**src/rtl/membus_pkg.sv**
```systemverilog
package membus_pkg;

  typedef enum logic [2:0] {
    ST_IDLE,
    ST_AHOLD,
    ST_ASETUP,
    ST_SETUP,
    ST_STROBE,
    ST_HOLD,
    ST_DONE
  } seq_state_e;

  // control line slots; the polarity vector uses the same positions
  localparam int LN_ALE   = 0;
  localparam int LN_RE    = 1;
  localparam int LN_WE    = 2;
  localparam int LN_CS    = 3;
  localparam int LN_COUNT = 4;

  localparam logic [1:0] MODE_D8A8   = 2'd0;
  localparam logic [1:0] MODE_D16A16 = 2'd1;

endpackage

```
**src/rtl/membus_cnt.sv**
```systemverilog
module membus_cnt #(
  parameter int W = 4
) (
  input  logic         clk,
  input  logic         rst_n,
  input  logic         load_i,
  input  logic [W-1:0] val_i,
  output logic         zero_o
);

  logic [W-1:0] cnt_q;
  logic [W-1:0] cnt_d;
  logic         cnt_en;

  always_comb begin
    cnt_en = load_i || (cnt_q != '0);
    cnt_d  = load_i ? val_i : (cnt_q - W'(1));
  end

  always_ff @(posedge clk or negedge rst_n) begin
    if (!rst_n)      cnt_q <= '0;
    else if (cnt_en) cnt_q <= cnt_d;
  end

  assign zero_o = (cnt_q == '0);

  // an idle counter never wraps below zero
  a_r5_cnt_no_wrap: assert property (@(posedge clk) disable iff (!rst_n)
    (!load_i && cnt_q == '0) |=> (cnt_q == '0));

endmodule

```
**src/rtl/membus_pol.sv**
```systemverilog
module membus_pol #(
  parameter int N = 4
) (
  input  logic [N-1:0] act_i,
  input  logic [N-1:0] pol_i,
  output logic [N-1:0] pin_o
);

  for (genvar g = 0; g < N; g++) begin : g_line
    assign pin_o[g] = pol_i[g] ? act_i[g] : ~act_i[g];
  end

endmodule

```
**src/rtl/membus_seq.sv**
```systemverilog
module membus_seq
  import membus_pkg::*;
#(
  parameter  int AW  = 24,
  parameter  int DW  = 16,
  parameter  int NW  = 8,
  parameter  int MAW = 16,
  parameter  int SW  = 2,
  parameter  int TW  = 4,
  localparam int BW  = (AW > DW) ? AW : DW
) (
  input  logic          clk,
  input  logic          rst_n,
  input  logic          req_start_i,
  input  logic          req_write_i,
  input  logic [AW-1:0] req_addr_i,
  input  logic [DW-1:0] req_wdata_i,
  output logic          rsp_done_o,
  output logic [DW-1:0] rsp_rdata_o,
  input  logic [1:0]    cfg_mode_i,
  input  logic [3:0]    cfg_pol_i,
  input  logic [SW-1:0] cfg_adr_hold_i,
  input  logic [SW-1:0] cfg_adr_setup_i,
  input  logic [SW-1:0] cfg_rd_setup_i,
  input  logic [TW-1:0] cfg_rd_strobe_i,
  input  logic [SW-1:0] cfg_rd_hold_i,
  input  logic [SW-1:0] cfg_wr_setup_i,
  input  logic [TW-1:0] cfg_wr_strobe_i,
  input  logic [SW-1:0] cfg_wr_hold_i,
  output logic [BW-1:0] bus_ad_o,
  input  logic [DW-1:0] bus_ad_i,
  output logic          bus_oe_o,
  output logic [NW-1:0] bus_addr_o,
  output logic          bus_ale_o,
  output logic          bus_re_o,
  output logic          bus_we_o,
  output logic          bus_cs_o
);

  // reset: asserted asynchronously, released on the clock
  logic [1:0] rst_sync_q;
  logic       rst_s_n;

  always_ff @(posedge clk or negedge rst_n) begin
    if (!rst_n) rst_sync_q <= '0;
    else        rst_sync_q <= {rst_sync_q[0], 1'b1};
  end
  assign rst_s_n = rst_sync_q[1];

  seq_state_e    state_q, state_d, succ;
  logic          advance, cnt_zero, accept, rd_capture;
  logic          wr_eff, mux_eff;
  logic [SW-1:0] t_setup, t_hold;
  logic [TW-1:0] t_strobe, load_val;

  logic          wr_q, mux_q, mode16_q;
  logic [AW-1:0] addr_q;
  logic [DW-1:0] wdata_q, rdata_q;

  // next state: walk the phase list, skipping phases of zero length
  always_comb begin
    wr_eff   = (state_q == ST_IDLE) ? req_write_i : wr_q;
    mux_eff  = (state_q == ST_IDLE) ? (cfg_mode_i != MODE_D8A8) : mux_q;
    t_setup  = wr_eff ? cfg_wr_setup_i  : cfg_rd_setup_i;
    t_strobe = wr_eff ? cfg_wr_strobe_i : cfg_rd_strobe_i;
    t_hold   = wr_eff ? cfg_wr_hold_i   : cfg_rd_hold_i;
    advance  = cnt_zero;
    succ     = ST_IDLE;
    unique case (state_q)
      ST_IDLE: begin
        advance = req_start_i;
        succ    = mux_eff ? ST_AHOLD : ((t_setup != '0) ? ST_SETUP : ST_STROBE);
      end
      ST_AHOLD:  succ = ST_ASETUP;
      ST_ASETUP: succ = (t_setup != '0) ? ST_SETUP : ST_STROBE;
      ST_SETUP:  succ = ST_STROBE;
      ST_STROBE: succ = (t_hold != '0) ? ST_HOLD : ST_DONE;
      ST_HOLD:   succ = ST_DONE;
      default: begin
        advance = 1'b1;
        succ    = ST_IDLE;
      end
    endcase
    state_d = advance ? succ : state_q;

    // counter preload = phase length - 1
    unique case (succ)
      ST_AHOLD:  load_val = (cfg_adr_hold_i == '0) ? '0 : TW'(cfg_adr_hold_i) - TW'(1);
      ST_ASETUP: load_val = TW'(cfg_adr_setup_i);
      ST_SETUP:  load_val = TW'(t_setup) - TW'(1);
      ST_STROBE: load_val = (t_strobe == '0) ? '0 : t_strobe - TW'(1);
      ST_HOLD:   load_val = TW'(t_hold) - TW'(1);
      default:   load_val = '0;
    endcase
  end

  assign accept     = (state_q == ST_IDLE) && req_start_i;
  assign rd_capture = (state_q == ST_STROBE) && cnt_zero && !wr_q;

  always_ff @(posedge clk or negedge rst_s_n) begin
    if (!rst_s_n) state_q <= ST_IDLE;
    else          state_q <= state_d;
  end

  always_ff @(posedge clk or negedge rst_s_n) begin
    if (!rst_s_n) begin
      wr_q     <= 1'b0;
      mux_q    <= 1'b0;
      mode16_q <= 1'b0;
      addr_q   <= '0;
      wdata_q  <= '0;
    end else if (accept) begin
      wr_q     <= req_write_i;
      mux_q    <= (cfg_mode_i != MODE_D8A8);
      mode16_q <= (cfg_mode_i == MODE_D16A16);
      addr_q   <= req_addr_i;
      wdata_q  <= req_wdata_i;
    end
  end

  always_ff @(posedge clk or negedge rst_s_n) begin
    if (!rst_s_n)        rdata_q <= '0;
    else if (rd_capture) rdata_q <= mode16_q ? bus_ad_i : DW'(bus_ad_i[NW-1:0]);
  end

  membus_cnt #(.W(TW)) u_cnt (
    .clk    (clk),
    .rst_n  (rst_s_n),
    .load_i (advance),
    .val_i  (load_val),
    .zero_o (cnt_zero)
  );

  // line activity and bus drive, decoded from registered state
  logic [LN_COUNT-1:0] act, pins;
  logic                adr_phase, data_phase;

  always_comb begin
    adr_phase  = (state_q == ST_AHOLD) || (state_q == ST_ASETUP);
    data_phase = (state_q == ST_SETUP) || (state_q == ST_STROBE) || (state_q == ST_HOLD);
    act         = '0;
    act[LN_ALE] = (state_q == ST_ASETUP);
    act[LN_RE]  = (state_q == ST_STROBE) && !wr_q;
    act[LN_WE]  = (state_q == ST_STROBE) && wr_q;
    act[LN_CS]  = adr_phase || data_phase;
    bus_oe_o    = adr_phase || (data_phase && wr_q);
    if (adr_phase)
      bus_ad_o = mode16_q ? BW'(addr_q[MAW-1:0]) : BW'(addr_q);
    else if (data_phase && wr_q)
      bus_ad_o = mode16_q ? BW'(wdata_q) : BW'(wdata_q[NW-1:0]);
    else
      bus_ad_o = '0;
    bus_addr_o = (act[LN_CS] && !mux_q) ? addr_q[NW-1:0] : '0;
  end

  membus_pol #(.N(LN_COUNT)) u_pol (
    .act_i (act),
    .pol_i (cfg_pol_i),
    .pin_o (pins)
  );

  assign bus_ale_o   = pins[LN_ALE];
  assign bus_re_o    = pins[LN_RE];
  assign bus_we_o    = pins[LN_WE];
  assign bus_cs_o    = pins[LN_CS];
  assign rsp_done_o  = (state_q == ST_DONE);
  assign rsp_rdata_o = rdata_q;

  // completion is a single-cycle pulse
  a_r7_done_single: assert property (@(posedge clk) disable iff (!rst_s_n)
    rsp_done_o |=> !rsp_done_o);

  // a request arriving while busy leaves the captured access untouched
  a_r1_busy_ignores_start: assert property (@(posedge clk) disable iff (!rst_s_n)
    (state_q != ST_IDLE && req_start_i) |=> $stable(addr_q));

  // no latch strobe in the non-multiplexed mode
  a_r3_no_ale_nonmux: assert property (@(posedge clk) disable iff (!rst_s_n)
    (!mux_q) |-> !act[LN_ALE]);

  // bus released whenever the read strobe pin is active
  a_r9_read_released: assert property (@(posedge clk) disable iff (!rst_s_n)
    (bus_re_o == cfg_pol_i[LN_RE]) |-> !bus_oe_o);

  // read data only moves out of the strobe phase
  a_r9_rdata_hold: assert property (@(posedge clk) disable iff (!rst_s_n)
    (state_q != ST_STROBE) |=> $stable(rsp_rdata_o));

endmodule

```
**config.mk**
```make
export PLATFORM = sky130hd
export DESIGN_NAME = membus_seq
export DESIGN_NICKNAME = d
export VERILOG_FILES = /design/src/rtl/membus_pkg.sv /design/src/rtl/membus_cnt.sv /design/src/rtl/membus_pol.sv /design/src/rtl/membus_seq.sv
export SDC_FILE = /design/constraint.sdc
export NUM_CORES = 1
export LEC_CHECK = 0
export BUFFER_PORTS_ARGS = -buffer_cell sky130_fd_sc_hd__buf_2
export CAP_MARGIN = 0
export CELL_PAD_IN_SITES_DETAIL_PLACEMENT = 1
export CELL_PAD_IN_SITES_GLOBAL_PLACEMENT = 2
export CORE_MARGIN = 4
export CORE_UTILIZATION = 30
export DETAILED_ROUTE_END_ITERATION = 12
export GPL_TIMING_DRIVEN = 0
export PLACE_DENSITY_LB_ADDON = 0.15
export SLEW_MARGIN = 20
export SYNTH_ARGS = -nofsm -noshare
export SYNTH_HDL_FRONTEND = slang
export SYNTH_HIERARCHICAL = 1
export SYNTH_SLANG_ARGS = --single-unit
```
**constraint.sdc**
```tcl
create_clock -name clk -period 2.36 [get_ports clk]
set_input_delay 0.118 -clock clk [delete_from_list [all_inputs] [get_ports clk]]
set_output_delay 0.118 -clock clk [all_outputs]
set_load 0.02 [all_outputs]
```
# ---- Word-level counts from Yosys, hierarchy flattened
# Index checks and enable logic that the tools add are counted.
dict set report word_totals {
  reg_bits 68
  latch_bits 0
  mem_bits_rw 0
  mem_bits_ro 0
  n_memories 0
}
dict set report classes {
  addsub 5
  multipliers 0
  div_mod_pow 0
  order_cmp 0
  eq_ne 12
  shift 0
  muxes 24
  n_bitwise 4
  n_reduce_logical 24
}
# op count
set ops {}
lappend ops {{2-to-1 mux 16 bit} 3}
lappend ops {{2-to-1 mux 24 bit} 2}
lappend ops {{case mux 4 bit (5 select lines)} 1}
lappend ops {{case mux 3 bit (6 select lines)} 1}
lappend ops {{2-to-1 mux 4 bit} 4}
lappend ops {{equality test 3 bit (second input constant)} 5}
lappend ops {{equality test 3 x 2 -> 1 bit (second input constant)} 4}
lappend ops {{subtractor 2 x 1 -> 3 bit (second input constant)} 3}
lappend ops {{logical NOT 4 bit} 2}
lappend ops {{2-to-1 mux 8 bit} 1}
lappend ops {{subtractor 4 x 1 -> 4 bit (second input constant)} 2}
lappend ops {{logical AND 1 bit} 7}
lappend ops {{equality test 3 x 1 -> 1 bit (second input constant)} 2}
lappend ops {{logical OR 1 bit} 6}
lappend ops {{2-to-1 mux 1 bit} 6}
lappend ops {{2-to-1 mux 2 bit} 3}
lappend ops {{2-to-1 mux 3 bit} 2}
lappend ops {{nonzero test 2 bit} 3}
lappend ops {{OR reduction 5 bit} 1}
lappend ops {{inverter 1 bit} 4}
lappend ops {{nonzero test 4 bit} 1}
lappend ops {{logical NOT 3 bit} 1}
lappend ops {{equality test 2 x 1 -> 1 bit (second input constant)} 1}
lappend ops {{logical NOT 1 bit} 2}
lappend ops {{2 further kinds} 2}

# ---- Logic depth before layout (Yosys ltp)
dict set report logic_depth {
  word_depth 10
  depth_mapped 12
  depth_no_buf 11
}

# ---- Hierarchy
# The synthesis kept the hierarchy.
# mod instances cells_each area_each_um2 seq_area_each_um2
set modules_own_cells {}
lappend modules_own_cells {membus_seq 1 288 3261.9 1601.5}
lappend modules_own_cells {membus_cnt 1 22 234.0 100.1}
lappend modules_own_cells {membus_pol 1 4 35.0 0.0}

# ---- Worst setup path before layout
# No wires, ideal clock.
dict set report synth_timing {
  path_kind {reg-to-reg}
  from {register state_q[2]}
  to {register u_cnt.cnt_q[1]}
  setup_ns 0.125
  arrival_time_ns 2.700
  path_slack_ns -0.465
  path_stages_with_launch 12
  path_buffers 1
  period_less_slack_ns 2.825
  path_cell_list {dfrtp_1 > buf_6 > or3_1 > a21boi_4 > mux2_2 > inv_1 > ha_1 > nor3b_1 > o211ai_1 > o311ai_0 > o221ai_1 > mux2_2}
}
dict set report synth_between {
  elab_chain_len 10
  elab_cells_between_ends 32
}
# element line
set synth_rtl {}
lappend synth_rtl {{start, declared} membus_seq.sv:50} ;# seq_state_e state_q, state_d, succ;
lappend synth_rtl {{start signal, assigned} membus_seq.sv:102} ;# else state_q <= state_d;
lappend synth_rtl {{logical NOT 3 bit} {membus_seq.sv:62, membus_seq.sv:63, membus_seq.sv:69}}
lappend synth_rtl {{2-to-1 mux 1 bit} membus_seq.sv:62} ;# wr_eff = (state_q == ST_IDLE) ? req_write_i : wr_q;
lappend synth_rtl {{2-to-1 mux 2 bit} membus_seq.sv:64} ;# t_setup = wr_eff ? cfg_wr_setup_i : cfg_rd_setup_i;
lappend synth_rtl {{nonzero test 2 bit} {membus_seq.sv:72, membus_seq.sv:75}}
lappend synth_rtl {{2-to-1 mux 3 bit} {membus_seq.sv:72, membus_seq.sv:75}}
lappend synth_rtl {{2-to-1 mux 3 bit} membus_seq.sv:72} ;# succ = mux_eff ? ST_AHOLD : ((t_setup != '0) ? ST_SETUP : ST_STROBE);
lappend synth_rtl {{case mux 3 bit (6 select lines)} membus_seq.sv:69} ;# unique case (state_q)
lappend synth_rtl {{equality test 3 bit (tied with other cells)} membus_seq.sv:87} ;# unique case (succ)
lappend synth_rtl {{case mux 4 bit (5 select lines) (*)} membus_seq.sv:87}
lappend synth_rtl {{named net load_val[1]} membus_seq.sv:54} ;# logic [TW-1:0] t_strobe, load_val;
lappend synth_rtl {{2-to-1 mux 4 bit (*)} membus_cnt.sv:17} ;# cnt_d = load_i ? val_i : (cnt_q - W'(1));
lappend synth_rtl {{end signal, assigned} membus_cnt.sv:22} ;# else if (cnt_en) cnt_q <= cnt_d;
lappend synth_rtl {{end, declared} membus_cnt.sv:11} ;# logic [W-1:0] cnt_q;
# Mark *: on every way through the listed nets, which the timed path passes. The rest lies on a longest branch.
# A chain may end at the register's enable or synchronous reset.

# ---- Worst setup path after layout
dict set report layout_timing {
  from {register state_q[2]}
  to {register u_cnt.cnt_q[3]}
}
# Same word-level chain as after synthesis.

==> flow_summary.toml <==
[finish]
postLayoutCellArea_mm2 = 0.00501
layout-drive-gt1-share_pct = 53.8
nets = 566
number_of_diodes = 0
sequential_cell_area_mm2 = 0.00171
syn_to_final_growth_pct = 42.0
area_occupied_by_multi_input_gates_mm2 = 0.00185
fill_cell_total_of_the_finished_layout = 1304

[place]
detailed_place.area_mm2 = 0.00447
dp_hpwl_um = 7950
buffer_ports.inserted = 139
dp_slack_ns = -0.503
place.gp.congestion = 0.770

[synthesis]
library_cells_used_by_synthesis = 44
number_of_flops_mapped_to_enable_cells_by_yosys = 0
postSynthAreaPerCell_um2 = 11.2
ys_ff_latch = 68
synth_top_cell_by_area = "dfrtp_1"
synth_top_area_share_pct = 48.2
async_flop_share_pct = 100
post_synth_inst_count = 314
synth_top_cells_by_count = "dfrtp_1 (68), mux2_2 (52), nand2_1 (27)"
syn-cell-area_mm2 = 0.00353
dominantRegCellSynth = "dfrtp_1"
most_frequently_used_cell_type_in_the_post_synthesis_netlist = "dfrtp_1"
netlist_top_cells_area = "dfrtp_1 (48%), mux2_2 (17%), mux2i_1 (5.1%), nand2_1 (2.9%), a22o_1 (2.5%)"
mappedNetlistNets = 405
synth-warning-count = 6
synth-seq-area-share_pct = 48.2

[critical_path]
start_kind = "flip-flop"
critical_path_required_ns = 2.57
crit_fanout = 8
cp_data_arrival_time_ns = 2.95
worstSetupPathType = "flip-flop to flip-flop"
critical_path_endpoint_category = "flip-flop"

[floorplan]
die_area_mm2 = 0.0136
dieHeight_um = 116
die_x_um = 116
initial_core_util_pct = 30.8
rows = 39
core-area_mm2 = 0.0115
floorplan.io_pins = 140

[status]
violations = "negative setup slack"
run_status = "finished, violations left"

[global_route]
initial_antenna_violation_count = 0
maximum_number_of_pins_on_one_net_before_global_route_repair = 47
total_gr_overflow = 0
global_route_wire_length_before_repair_um = 16700
first_global_vias = 3271
grt_usage_pct = 15.8

[route]
final_antenna_violating_net_count = 0
route.detailed.vias_per_inst = 4.85
drt_drc_violations_left = 0
detailedRoute.firstPassIterationCount = 4
totalWireLength_um = 10600
dr_total_vias = 3022
drt-initial-drc-count = 110
detail_route.wl_per_cell_um = 17.0

[sta]
timing.final.setup_violations = 6
finalSetupTns_ns = -1.61
slew-limit-headroom_pct = 56.6
final_max_slew_viol_count = 0
slew_worst_pin_ns = 0.641
grt_setup_unrepaired = "true"
hold_viol = 0
final_critical_path_setup_slack_ns = -0.382
post-route-period-util_pct = 116
finalClockSkew_ns = 0.00678
layout_min_cycle_time_ns = 2.74
fmax_ghz = 0.365

[pwr]
worst_ir_drop_vdd_mv = 0.641
cellPowerDensity_mw_per_mm2 = 1560
total_power_w = 0.00780
static-leakage-power_nw = 2.41

[cts]
ctsRootBufferMaster = "clkbuf_16"
cts_buffer_depth = 2
clk_transition_reported_paths_ns = 0.06
clock_tree_from_tritoncts = "yes"
tritoncts_num_sinks = 68
clk_latency_ns = 0.33
total_cts_buffers = 9
ctsHtreeMaxLevel = 3

[worst_hold_path]
min_path_type = "primary input to flip-flop"

[run]
maxCapViolations = 0
-- repair_timing --
item / 4_1_cts / 5_1_grt
buffers inserted: 6 / 4
gates resized for setup: 15 / 25
pin swaps: 6 / 11
hold buffers: 1 / 0
endpoints found under the hold margin: 2 / 0
setup endpoints to repair: 35 / 40
-- sequential cells by signal, summed over array words and instances, names as in the netlist --
register     count
wr_q             1
mode16_q         1
state_q          3
u_cnt/cnt_q      4
mux_q            1
rst_sync_q       2
wdata_q         16
addr_q          24
rsp_rdata_o     16
-- layer usage --
layer,global-route usage [%],part of all wire [%],vias up,wire (µm)
met5,0,0,-,0
met4,4.41,1.1,0,115
met3,5.08,7.6,10,811
met2,25.6,49,91,5170
met1,20.5,43,1473,4520
li1,-,-,1448,-
-- worst max-delay path, cell delays in order (launching register included) --
cell and delay (ns):
dfrtp_1 0.47, or4b_4 0.55, a21boi_4 0.20, mux2_4 0.33, inv_2 0.07, ha_4 0.14, buf_6 0.10, nor2_1 0.04
mux2i_1 0.12, mux2i_1 0.09, a22o_1 0.20, a221o_1 0.31
-- power breakdown --
group	internal [W]	total, W	switching (W)	leakage (nW)
Clock	0.000953	0.00146	0.000511	0.162
Combinational	0.00189	0.00425	0.00236	1.45
Sequential	0.00174	0.00209	0.000347	0.794
-- final cells by class --
type	instances	share of cell area, %
Tap cell	143	3.57
Inverter	9	0.674
Buffer	16	1.65
Timing Repair Buffer	151	16.6
Clock inverter	6	1.75
Sequential cell	68	34.0
Clock buffer	10	4.77
Multi-Input combinational cell	220	37.0
-- cell usage in the layout, fill, tap and decap left out, types with 4 or more instances in the layout --
master,instances
buf_2,144
dfrtp_1,66
mux2_2,49
nand2_1,27
nor2_1,15
mux2i_1,15
o21ai_0,13
a22o_1,10
clkbuf_16,9
inv_1,8
and3_1,8
and2_1,8
nor3_1,7
buf_4,7
xnor2_1,6
a21oi_1,5
clkbuf_2,4
nor2b_1,4
o21ai_1,4
-- through the flow --
step / utilization (%) / std cells / hold WS (ns)
2_1_floorplan: - / 314 / -0.178
6_report: 43.7 / 623 / 0.0177
4_1_cts: 42.7 / 619 / 0.00640
3_3_place_gp: 38.7 / 596 / -0.0953
3_5_place_dp: 39.0 / 597 / -0.0946
5_1_grt: 43.7 / 623 / 0.00544
-- logic make-up after synthesis --
kind of cell / count (synthesis) / synth area share, %
AO/OA/AOI/OAI: 51 / 10.2
XOR/XNOR: 6 / 1.49
adder cells (fa/ha/maj): 5 / 1.77
buffers and inverters: 26 / 3.26
flip-flops: 68 / 48.2
multiplexers: 71 / 22.3
other: 1 / 0.106
AND/OR/NAND/NOR: 86 / 12.6
-- worst paths after layout --
check	startpoint	endpoint	slack, ns	cells past startpoint
worst min-delay path	req_addr_i[7]	addr_q[7]$_DFFE_PN0P_	0.02	2
max in group asynchronous	rst_sync_q[1]$_DFF_PN0_	state_q[0]$_DFFE_PN0P_	1.60	1
worst max-delay path	state_q[2]$_DFFE_PN0P_	u_cnt/cnt_q[3]$_DFFE_PN0P_	-0.38	11
min in group asynchronous	rst_n	rst_sync_q[0]$_DFF_PN0_	0.11	2
worst min register to register	rst_sync_q[1]$_DFF_PN0_	rsp_rdata_o[7]$_DFFE_PN0P_	0.22	0
worst max register to register	state_q[2]$_DFFE_PN0P_	u_cnt/cnt_q[3]$_DFFE_PN0P_	-0.38	11
(Power assumes the default switching activity.)
